===== src/rtl/mrf_pkg.sv =====
// Package: shared types, mode encodings and the mode-to-bank map for the
// banked register file. Assumes a 5-bit mode field and six banks.
package mrf_pkg;

    localparam int MODE_W    = 5;
    localparam int NBANK     = 6;
    localparam int BANK_W    = $clog2(NBANK);
    localparam int MID_FIRST = 8;                      // first fast-banked register
    localparam int NMID      = 5;                      // count of fast-banked registers
    localparam int NREG      = MID_FIRST + NMID + 3;   // plus stack, link, counter
    localparam int REG_AW    = $clog2(NREG);

    typedef logic [MODE_W-1:0] mode_t;
    typedef logic [BANK_W-1:0] bank_t;

    localparam mode_t MODE_USR = 5'h10;
    localparam mode_t MODE_FIQ = 5'h11;
    localparam mode_t MODE_IRQ = 5'h12;
    localparam mode_t MODE_SVC = 5'h13;
    localparam mode_t MODE_ABT = 5'h17;
    localparam mode_t MODE_UND = 5'h1B;
    localparam mode_t MODE_SYS = 5'h1F;

    localparam bank_t BANK_FIQ = 3'd5;

    typedef struct packed {
        logic  ok;
        bank_t bank;
    } mode_dec_t;

    // Map a mode encoding to its bank; ok is low for an illegal encoding.
    function automatic mode_dec_t decode_mode(input mode_t m);
        mode_dec_t d;
        d.ok   = 1'b1;
        d.bank = '0;
        case (m)
            MODE_USR, MODE_SYS: d.bank = 3'd0;
            MODE_SVC:           d.bank = 3'd1;
            MODE_ABT:           d.bank = 3'd2;
            MODE_UND:           d.bank = 3'd3;
            MODE_IRQ:           d.bank = 3'd4;
            MODE_FIQ:           d.bank = BANK_FIQ;
            default:            d.ok   = 1'b0;
        endcase
        return d;
    endfunction

endpackage


===== src/rtl/mrf_mode_decode.sv =====
// Module: combinational mode decoder. Turns a target mode encoding into a
// legality flag and a bank index. Assumes the map in mrf_pkg.
module mrf_mode_decode
    import mrf_pkg::*;
(
    input  mode_t mode,
    output logic  ok,
    output bank_t bank
);

    mode_dec_t dec;

    // Decode through the shared package map.
    always_comb begin
        dec  = decode_mode(mode);
        ok   = dec.ok;
        bank = dec.bank;
    end

endmodule


===== src/rtl/mrf_mode_ctrl.sv =====
// Module: current-mode register. Accepts a switch request when the target is
// legal, flags an illegal target for one cycle, and keeps the bank index of
// the current mode in a register so storage selects it with no decode delay.
// Assumes the target has already been decoded by mrf_mode_decode.
module mrf_mode_ctrl
    import mrf_pkg::*;
#(
    parameter mode_t RESET_MODE = MODE_SVC
) (
    input  logic  clk,
    input  logic  rst_n,
    input  logic  req,
    input  mode_t tgt,
    input  logic  tgt_ok,
    input  bank_t tgt_bank,
    output mode_t cur_mode,
    output bank_t cur_bank,
    output logic  err
);

    localparam mode_dec_t RST_DEC = decode_mode(RESET_MODE);

    // Update the mode and bank on a legal request that changes the mode.
    always_ff @(posedge clk) begin
        if (!rst_n) begin
            cur_mode <= RESET_MODE;
            cur_bank <= RST_DEC.bank;
        end else if (req && tgt_ok && (tgt != cur_mode)) begin
            cur_mode <= tgt;
            cur_bank <= tgt_bank;
        end
    end

    // Report an illegal target for the cycle after the request.
    always_ff @(posedge clk) begin
        if (!rst_n) begin
            err <= 1'b0;
        end else begin
            err <= req && !tgt_ok;
        end
    end

endmodule


===== src/rtl/mrf_reg_store.sv =====
// Module: physical register storage. Every banked copy is a separate
// register. The visible copy is chosen by the current bank index, so a
// mode change moves no data. Writes use the bank current at the edge.
// Assumes cur_bank always holds a legal bank index.
module mrf_reg_store
    import mrf_pkg::*;
#(
    parameter int XLEN = 32,
    parameter int NRD  = 2
) (
    input  logic                             clk,
    input  logic                             rst_n,
    input  bank_t                            cur_bank,
    input  logic                             wr_en,
    input  logic [REG_AW-1:0]                wr_addr,
    input  logic [XLEN-1:0]                  wr_data,
    input  logic                             sts_wr_en,
    input  logic [XLEN-1:0]                  sts_wr_data,
    input  logic [NRD-1:0][REG_AW-1:0]       rd_addr,
    output logic [NRD-1:0][XLEN-1:0]         rd_data,
    output logic [XLEN-1:0]                  sts_rd_data
);

    localparam int NLOW   = MID_FIRST;
    localparam int LOW_W  = $clog2(NLOW);
    localparam int MID_W  = $clog2(NMID);
    localparam int SP_IDX = MID_FIRST + NMID;
    localparam int LR_IDX = SP_IDX + 1;
    localparam int PC_IDX = LR_IDX + 1;
    localparam int NSET   = 2;   // shared and fast copies of the middle registers

    logic [XLEN-1:0] low_vec [NLOW];
    logic [XLEN-1:0] mid_vec [NSET][NMID];
    logic [XLEN-1:0] sp_vec  [NBANK];
    logic [XLEN-1:0] lr_vec  [NBANK];
    logic [XLEN-1:0] sts_vec [NBANK];
    logic [XLEN-1:0] pc_q;
    logic            fast_sel;

    assign fast_sel = (cur_bank == BANK_FIQ);

    // Registers shared by every mode below the middle range.
    for (genvar i = 0; i < NLOW; i++) begin : g_low
        logic [XLEN-1:0] q;
        // Hold one shared low register.
        always_ff @(posedge clk) begin
            if (!rst_n) begin
                q <= '0;
            end else if (wr_en && (wr_addr == REG_AW'(i))) begin
                q <= wr_data;
            end
        end
        assign low_vec[i] = q;
    end

    // Middle registers: set 0 for all other modes, set 1 for the fast mode.
    for (genvar s = 0; s < NSET; s++) begin : g_set
        for (genvar i = 0; i < NMID; i++) begin : g_mid
            logic [XLEN-1:0] q;
            // Hold one copy of one middle register.
            always_ff @(posedge clk) begin
                if (!rst_n) begin
                    q <= '0;
                end else if (wr_en && (wr_addr == REG_AW'(MID_FIRST + i))
                             && (fast_sel == (s == 1))) begin
                    q <= wr_data;
                end
            end
            assign mid_vec[s][i] = q;
        end
    end

    // Stack, link and saved status, one copy per bank.
    for (genvar b = 0; b < NBANK; b++) begin : g_bank
        logic [XLEN-1:0] sp_q;
        logic [XLEN-1:0] lr_q;
        logic [XLEN-1:0] sts_q;
        logic            here;
        assign here = (cur_bank == bank_t'(b));
        // Hold this bank's stack register.
        always_ff @(posedge clk) begin
            if (!rst_n) begin
                sp_q <= '0;
            end else if (wr_en && here && (wr_addr == REG_AW'(SP_IDX))) begin
                sp_q <= wr_data;
            end
        end
        // Hold this bank's link register.
        always_ff @(posedge clk) begin
            if (!rst_n) begin
                lr_q <= '0;
            end else if (wr_en && here && (wr_addr == REG_AW'(LR_IDX))) begin
                lr_q <= wr_data;
            end
        end
        // Hold this bank's saved status.
        always_ff @(posedge clk) begin
            if (!rst_n) begin
                sts_q <= '0;
            end else if (sts_wr_en && here) begin
                sts_q <= sts_wr_data;
            end
        end
        assign sp_vec[b]  = sp_q;
        assign lr_vec[b]  = lr_q;
        assign sts_vec[b] = sts_q;
    end

    // Program counter slot, shared by every mode.
    always_ff @(posedge clk) begin
        if (!rst_n) begin
            pc_q <= '0;
        end else if (wr_en && (wr_addr == REG_AW'(PC_IDX))) begin
            pc_q <= wr_data;
        end
    end

    // Select the visible copy for each read port.
    always_comb begin
        for (int p = 0; p < NRD; p++) begin
            logic [REG_AW-1:0] a;
            logic [REG_AW-1:0] off;
            a   = rd_addr[p];
            off = a - REG_AW'(MID_FIRST);
            if (a < REG_AW'(MID_FIRST)) begin
                rd_data[p] = low_vec[a[LOW_W-1:0]];
            end else if (a < REG_AW'(SP_IDX)) begin
                rd_data[p] = mid_vec[fast_sel][off[MID_W-1:0]];
            end else if (a == REG_AW'(SP_IDX)) begin
                rd_data[p] = sp_vec[cur_bank];
            end else if (a == REG_AW'(LR_IDX)) begin
                rd_data[p] = lr_vec[cur_bank];
            end else begin
                rd_data[p] = pc_q;
            end
        end
    end

    // Expose the current bank's saved status.
    assign sts_rd_data = sts_vec[cur_bank];

endmodule


===== src/rtl/mrf_banked_regfile.sv =====
// Module: top of the mode-banked register file. Joins the target decoder,
// the mode register and the storage. Assumes two read ports and one write
// port. Mode changes take effect at the next clock edge.
module mrf_banked_regfile
    import mrf_pkg::*;
#(
    parameter int    XLEN       = 32,
    parameter mode_t RESET_MODE = MODE_SVC
) (
    input  logic              clk,
    input  logic              rst_n,
    input  logic [3:0]        rd_a_addr,
    output logic [XLEN-1:0]   rd_a_data,
    input  logic [3:0]        rd_b_addr,
    output logic [XLEN-1:0]   rd_b_data,
    input  logic              wr_en,
    input  logic [3:0]        wr_addr,
    input  logic [XLEN-1:0]   wr_data,
    input  logic              sts_wr_en,
    input  logic [XLEN-1:0]   sts_wr_data,
    output logic [XLEN-1:0]   sts_rd_data,
    input  logic              mode_req,
    input  logic [4:0]        mode_tgt,
    output logic [4:0]        cur_mode,
    output logic              mode_err
);

    localparam int NRD = 2;

    logic                        tgt_ok;
    bank_t                       tgt_bank;
    bank_t                       cur_bank;
    logic [NRD-1:0][REG_AW-1:0]  rd_addr;
    logic [NRD-1:0][XLEN-1:0]    rd_data;

    assign rd_addr[0] = rd_a_addr;
    assign rd_addr[1] = rd_b_addr;
    assign rd_a_data  = rd_data[0];
    assign rd_b_data  = rd_data[1];

    mrf_mode_decode u_dec (
        .mode (mode_tgt),
        .ok   (tgt_ok),
        .bank (tgt_bank)
    );

    mrf_mode_ctrl #(.RESET_MODE(RESET_MODE)) u_ctrl (
        .clk      (clk),
        .rst_n    (rst_n),
        .req      (mode_req),
        .tgt      (mode_tgt),
        .tgt_ok   (tgt_ok),
        .tgt_bank (tgt_bank),
        .cur_mode (cur_mode),
        .cur_bank (cur_bank),
        .err      (mode_err)
    );

    mrf_reg_store #(.XLEN(XLEN), .NRD(NRD)) u_store (
        .clk         (clk),
        .rst_n       (rst_n),
        .cur_bank    (cur_bank),
        .wr_en       (wr_en),
        .wr_addr     (wr_addr),
        .wr_data     (wr_data),
        .sts_wr_en   (sts_wr_en),
        .sts_wr_data (sts_wr_data),
        .rd_addr     (rd_addr),
        .rd_data     (rd_data),
        .sts_rd_data (sts_rd_data)
    );

endmodule


===== config.mk =====
export PLATFORM = sky130hd
export DESIGN_NAME = mrf_banked_regfile
export DESIGN_NICKNAME = d
export VERILOG_FILES = /design/src/rtl/mrf_pkg.sv /design/src/rtl/mrf_mode_decode.sv /design/src/rtl/mrf_mode_ctrl.sv /design/src/rtl/mrf_reg_store.sv /design/src/rtl/mrf_banked_regfile.sv
export SDC_FILE = /design/constraint.sdc
export NUM_CORES = 2
export LEC_CHECK = 0
export ABC_AREA = 1
export CORE_MARGIN = 8
export CORE_UTILIZATION = 55
export CTS_CLUSTER_SIZE = 25
export DETAILED_ROUTE_END_ITERATION = 16
export HOLD_SLACK_MARGIN = 0.15
export PLACE_DENSITY = 0.72
export SLEW_MARGIN = 40
export SYNTH_ARGS = -nofsm -noshare
export SYNTH_HDL_FRONTEND = slang
export SYNTH_SLANG_ARGS = --single-unit

===== constraint.sdc =====
create_clock -name clk -period 3.3 [get_ports clk]
set_input_delay 0.66 -clock clk [delete_from_list [all_inputs] [get_ports clk]]
set_output_delay 0.66 -clock clk [all_outputs]
set_load 0.005 [all_outputs]

==> results.json <==
{
  "cp_data_required_time_ns": 2.64,
  "synth_compound_area_share_pct": 23.05,
  "vias_per_cell": 6.101,
  "powerDensity_nw_per_um2": 481.8,
  "max_slew_margin_pct": 38.27,
  "cts-root-buf": "clkbuf_16",
  "initial_core_util_pct": 55.32,
  "synth_common_cells": "1516 x nand2_1, 1379 x nor2_1, 1193 x dfxtp_1",
  "wl_per_cell_um": 22.01,
  "setup_viol": 80,
  "critPathCaptureType": "output port",
  "synth-simple-area-share_pct": 24.92,
  "drtIter0Drc": 9010,
  "gp_congestion": 0.9782,
  "ys_warn_count": 0,
  "grt_usage_pct": 36.89,
  "leakage_nw": 28.81,
  "violations": "negative setup slack",
  "slew_viol_final": 0,
  "die_h_um": 335.5,
  "critical_path_class": "flop to output port",
  "rows": 117,
  "status": "finished, violations left",
  "synth_seq_cells": 1193,
  "yosys-top-cells-area": "dfxtp_1 43%, o21ai_0 11%, nand2_1 10%",
  "synth_mux_area_share_pct": 0,
  "worstMarginPinSlew_ns": 0.9259,
  "synth_adder_area_share_pct": 0,
  "finalHoldViolCount": 0,
  "rsz0062_at_grt": "yes",
  "grt_pass1_vias": 56200,
  "grt_pass1_wl_um": 330900,
  "die-width_um": 335.5,
  "critical_path_peak_fanout": 6,
  "cp.arrival_ns": 2.95,
  "cts_tree": "built",
  "io_pins": 188,
  "cts_max_level": 4,
  "clk_path_buf_depth": 3,
  "final_util_pct": 69.80,
  "die-area_um2": 112500,
  "synth.distinct_cells": 38,
  "layout_min_cycle_time_ns": 3.612,
  "synth_top_area_share_pct": 42.55,
  "synth-async-reset-ratio_pct": 0,
  "drc_errors": 0,
  "antenna_found_initial": 1,
  "cts_made_buffers": 132,
  "grt-ovfl-total": 0,
  "dr_total_vias": 61370,
  "drv_cap": 0,
  "clock-sinks": 1193,
  "vdd_drop_max_v": 0.0004750,
  "hold_slack_ns": 0.3588,
  "dr.pass1.iters": 9,
  "dp_hpwl_um": 134900,
  "final.period_utilization_pct": 109.5,
  "drive_gt1_share_pct": 17.99,
  "final_nets": 8680,
  "drt-total-wl_um": 221400,
  "synth_most_common_cell": "nand2_1",
  "synth-edff-count": 0,
  "min_path_type": "input pin to flop",
  "synthCells": 8449,
  "clk_pin_slew_worst_paths_ns": 0.06,
  "setup_slack_ns": -0.3125,
  "postRouteAntennaNets": 0,
  "worstSetupStartpointType": "flop",
  "clock_skew_ns": 0.02252,
  "io_buffers": 187,
  "synth_area_leader_cell": "dfxtp_1",
  "synthesis.area_um2": 56130,
  "synth-main-ff-cell": "dfxtp_1",
  "ys_seq_area_share_pct": 42.55,
  "insertion_delay_ns": 0.76,
  "synth_xor_area_share_pct": 0.06242,
  "synth_nets": 8535,
  "syn_avg_cell_area_um2": 6.643,
  "fmax_ghz": 0.2768,
  "core_um2": 101400,
  "syn_to_final_growth_pct": 26.16,
  "synth_top_family_by_area": "simple AND/OR/NAND/NOR gates",
  "grt_max_degree": 163
}
worst max-delay path: stages (launching register included):
cell and delay, ns:
dfxtp_4 0.41, buf_12 0.15, nand2_4 0.06, nor2_4 0.13
buf_12 0.17, buf_16 0.15, buf_12 0.11, buf_4 0.12
buf_16 0.12, nand2_4 0.05, nand3_2 0.09, nand2_2 0.08
o21ai_2 0.14, nand2_2 0.08, nand3_4 0.10, nand2_4 0.08
buf_6 0.12
logic make-up after synthesis:
group	Yosys count
and+or+nand+nor	3486
xor gates and xnor gates	4
buffers and inverters	1371
DFF	1193
AOI/OAI and AO/OA	2395
cell usage in the layout, fill, tap and decap left out, types with 8 or more instances in the layout:
cell and count:
bufinv_16 8, nand2_4 92, nand3_1 298, buf_8 13, nand3_4 40, clkinv_2 16
o2111ai_1 92, a21oi_1 772, a31oi_1 13, dfxtp_1 1190, o21ai_1 62, buf_6 72
nand2_1 1140, dlygate4sd2_1 8, a22oi_1 81, nor2_2 20, buf_4 350, buf_16 27
o21ai_2 22, o221ai_1 53, o211ai_1 60, clkbuf_16 141, buf_2 37, inv_2 22
clkdlybuf4s50_1 94, clkbuf_1 27, a21oi_2 43, nand3_2 162, nor2_4 13, clkdlybuf4s15_2 8
clkbuf_8 28, buf_12 113, nand4_1 38, and3_4 9, nor2_1 1358, inv_1 615
nand2_2 285, o21ai_0 1179
sequential cells by signal, indices dropped and copies added, names as in the netlist:
name,cells
u_store.g_bank.sts_q,192
u_store.g_bank.sp_q,192
u_ctrl.cur_mode,5
u_store.g_bank.lr_q,192
u_store.pc_q,32
u_store.g_set.g_mid.q,320
u_store.g_low.q,256
u_ctrl.err,1
u_ctrl.cur_bank,3
per-layer routing:
metal	global-route usage (%)	up-vias	part of all wire, %
met3	8.017	822	12
met2	57.29	4031	44
li1	-	28030	-
met1	48.33	28490	39
met4	18.46	0	4.9
met5	0	-	0
timing repair:
item,in CTS,in global routing
buffers inserted,65,33
pin swaps,202,233
hold buffers,0,0
endpoints found under the setup margin,96,90
endpoints found under the hold margin,0,0
resized for setup,869,401
gates cloned,29,6
stage by stage:
step | setup TNS (ns) | area [µm²] | power [mW] | std cells | setup WS, ns
final | -15.59 | 70810 | 34.12 | 10060 | -0.3125
after global routing | -21.27 | 70800 | 35.00 | 10060 | -0.3798
after CTS | -16.19 | 68910 | 33.77 | 10020 | -0.3153
after detailed placement | -31.12 | 61380 | 18.64 | 9705 | -0.5731
after global placement | -28.86 | 61400 | 18.61 | 9705 | -0.5445
after floorplan | 0 | 56130 | 16.91 | 8449 | 0.6554
power breakdown:
part           switching, mW  leakage [nW]  internal (mW)
Combinational           2.80          17.0           1.59
Clock                   6.19          2.14           8.77
Sequential             0.121          9.64           14.6
cell type report:
class | count | area (µm²)
Timing Repair Buffer | 735 | 8228
Timing Repair inverter | 1 | 16.27
Inverter | 646 | 2457
Clock inverter | 36 | 469.2
Sequential cell | 1193 | 23890
Clock buffer | 190 | 3865
Antenna cell | 5 | 12.51
Tap cell | 1368 | 1712
Fill cell | 8365 | 30640
Multi-Input combinational cell | 5885 | 30160
final timing paths:
| path | start | end | slack [ns] | cells past startpoint |
|---|---|---|---|---|
| setup / recovery | u_ctrl.cur_bank[0] | rd_b_data[15] | -0.31 | 16 |
| hold / removal | rst_n | u_store.g_low[1].q[12] | 0.36 | 3 |
| setup reg to reg | u_ctrl.cur_bank[0] | u_store.g_set[0].g_mid[1].q[16] | 0.53 | 16 |
| hold reg to reg | u_store.g_bank[0].sts_q[22] | u_store.g_bank[0].sts_q[22] | 0.44 | 2 |
Note: power is estimated with default switching activity, not from simulation.
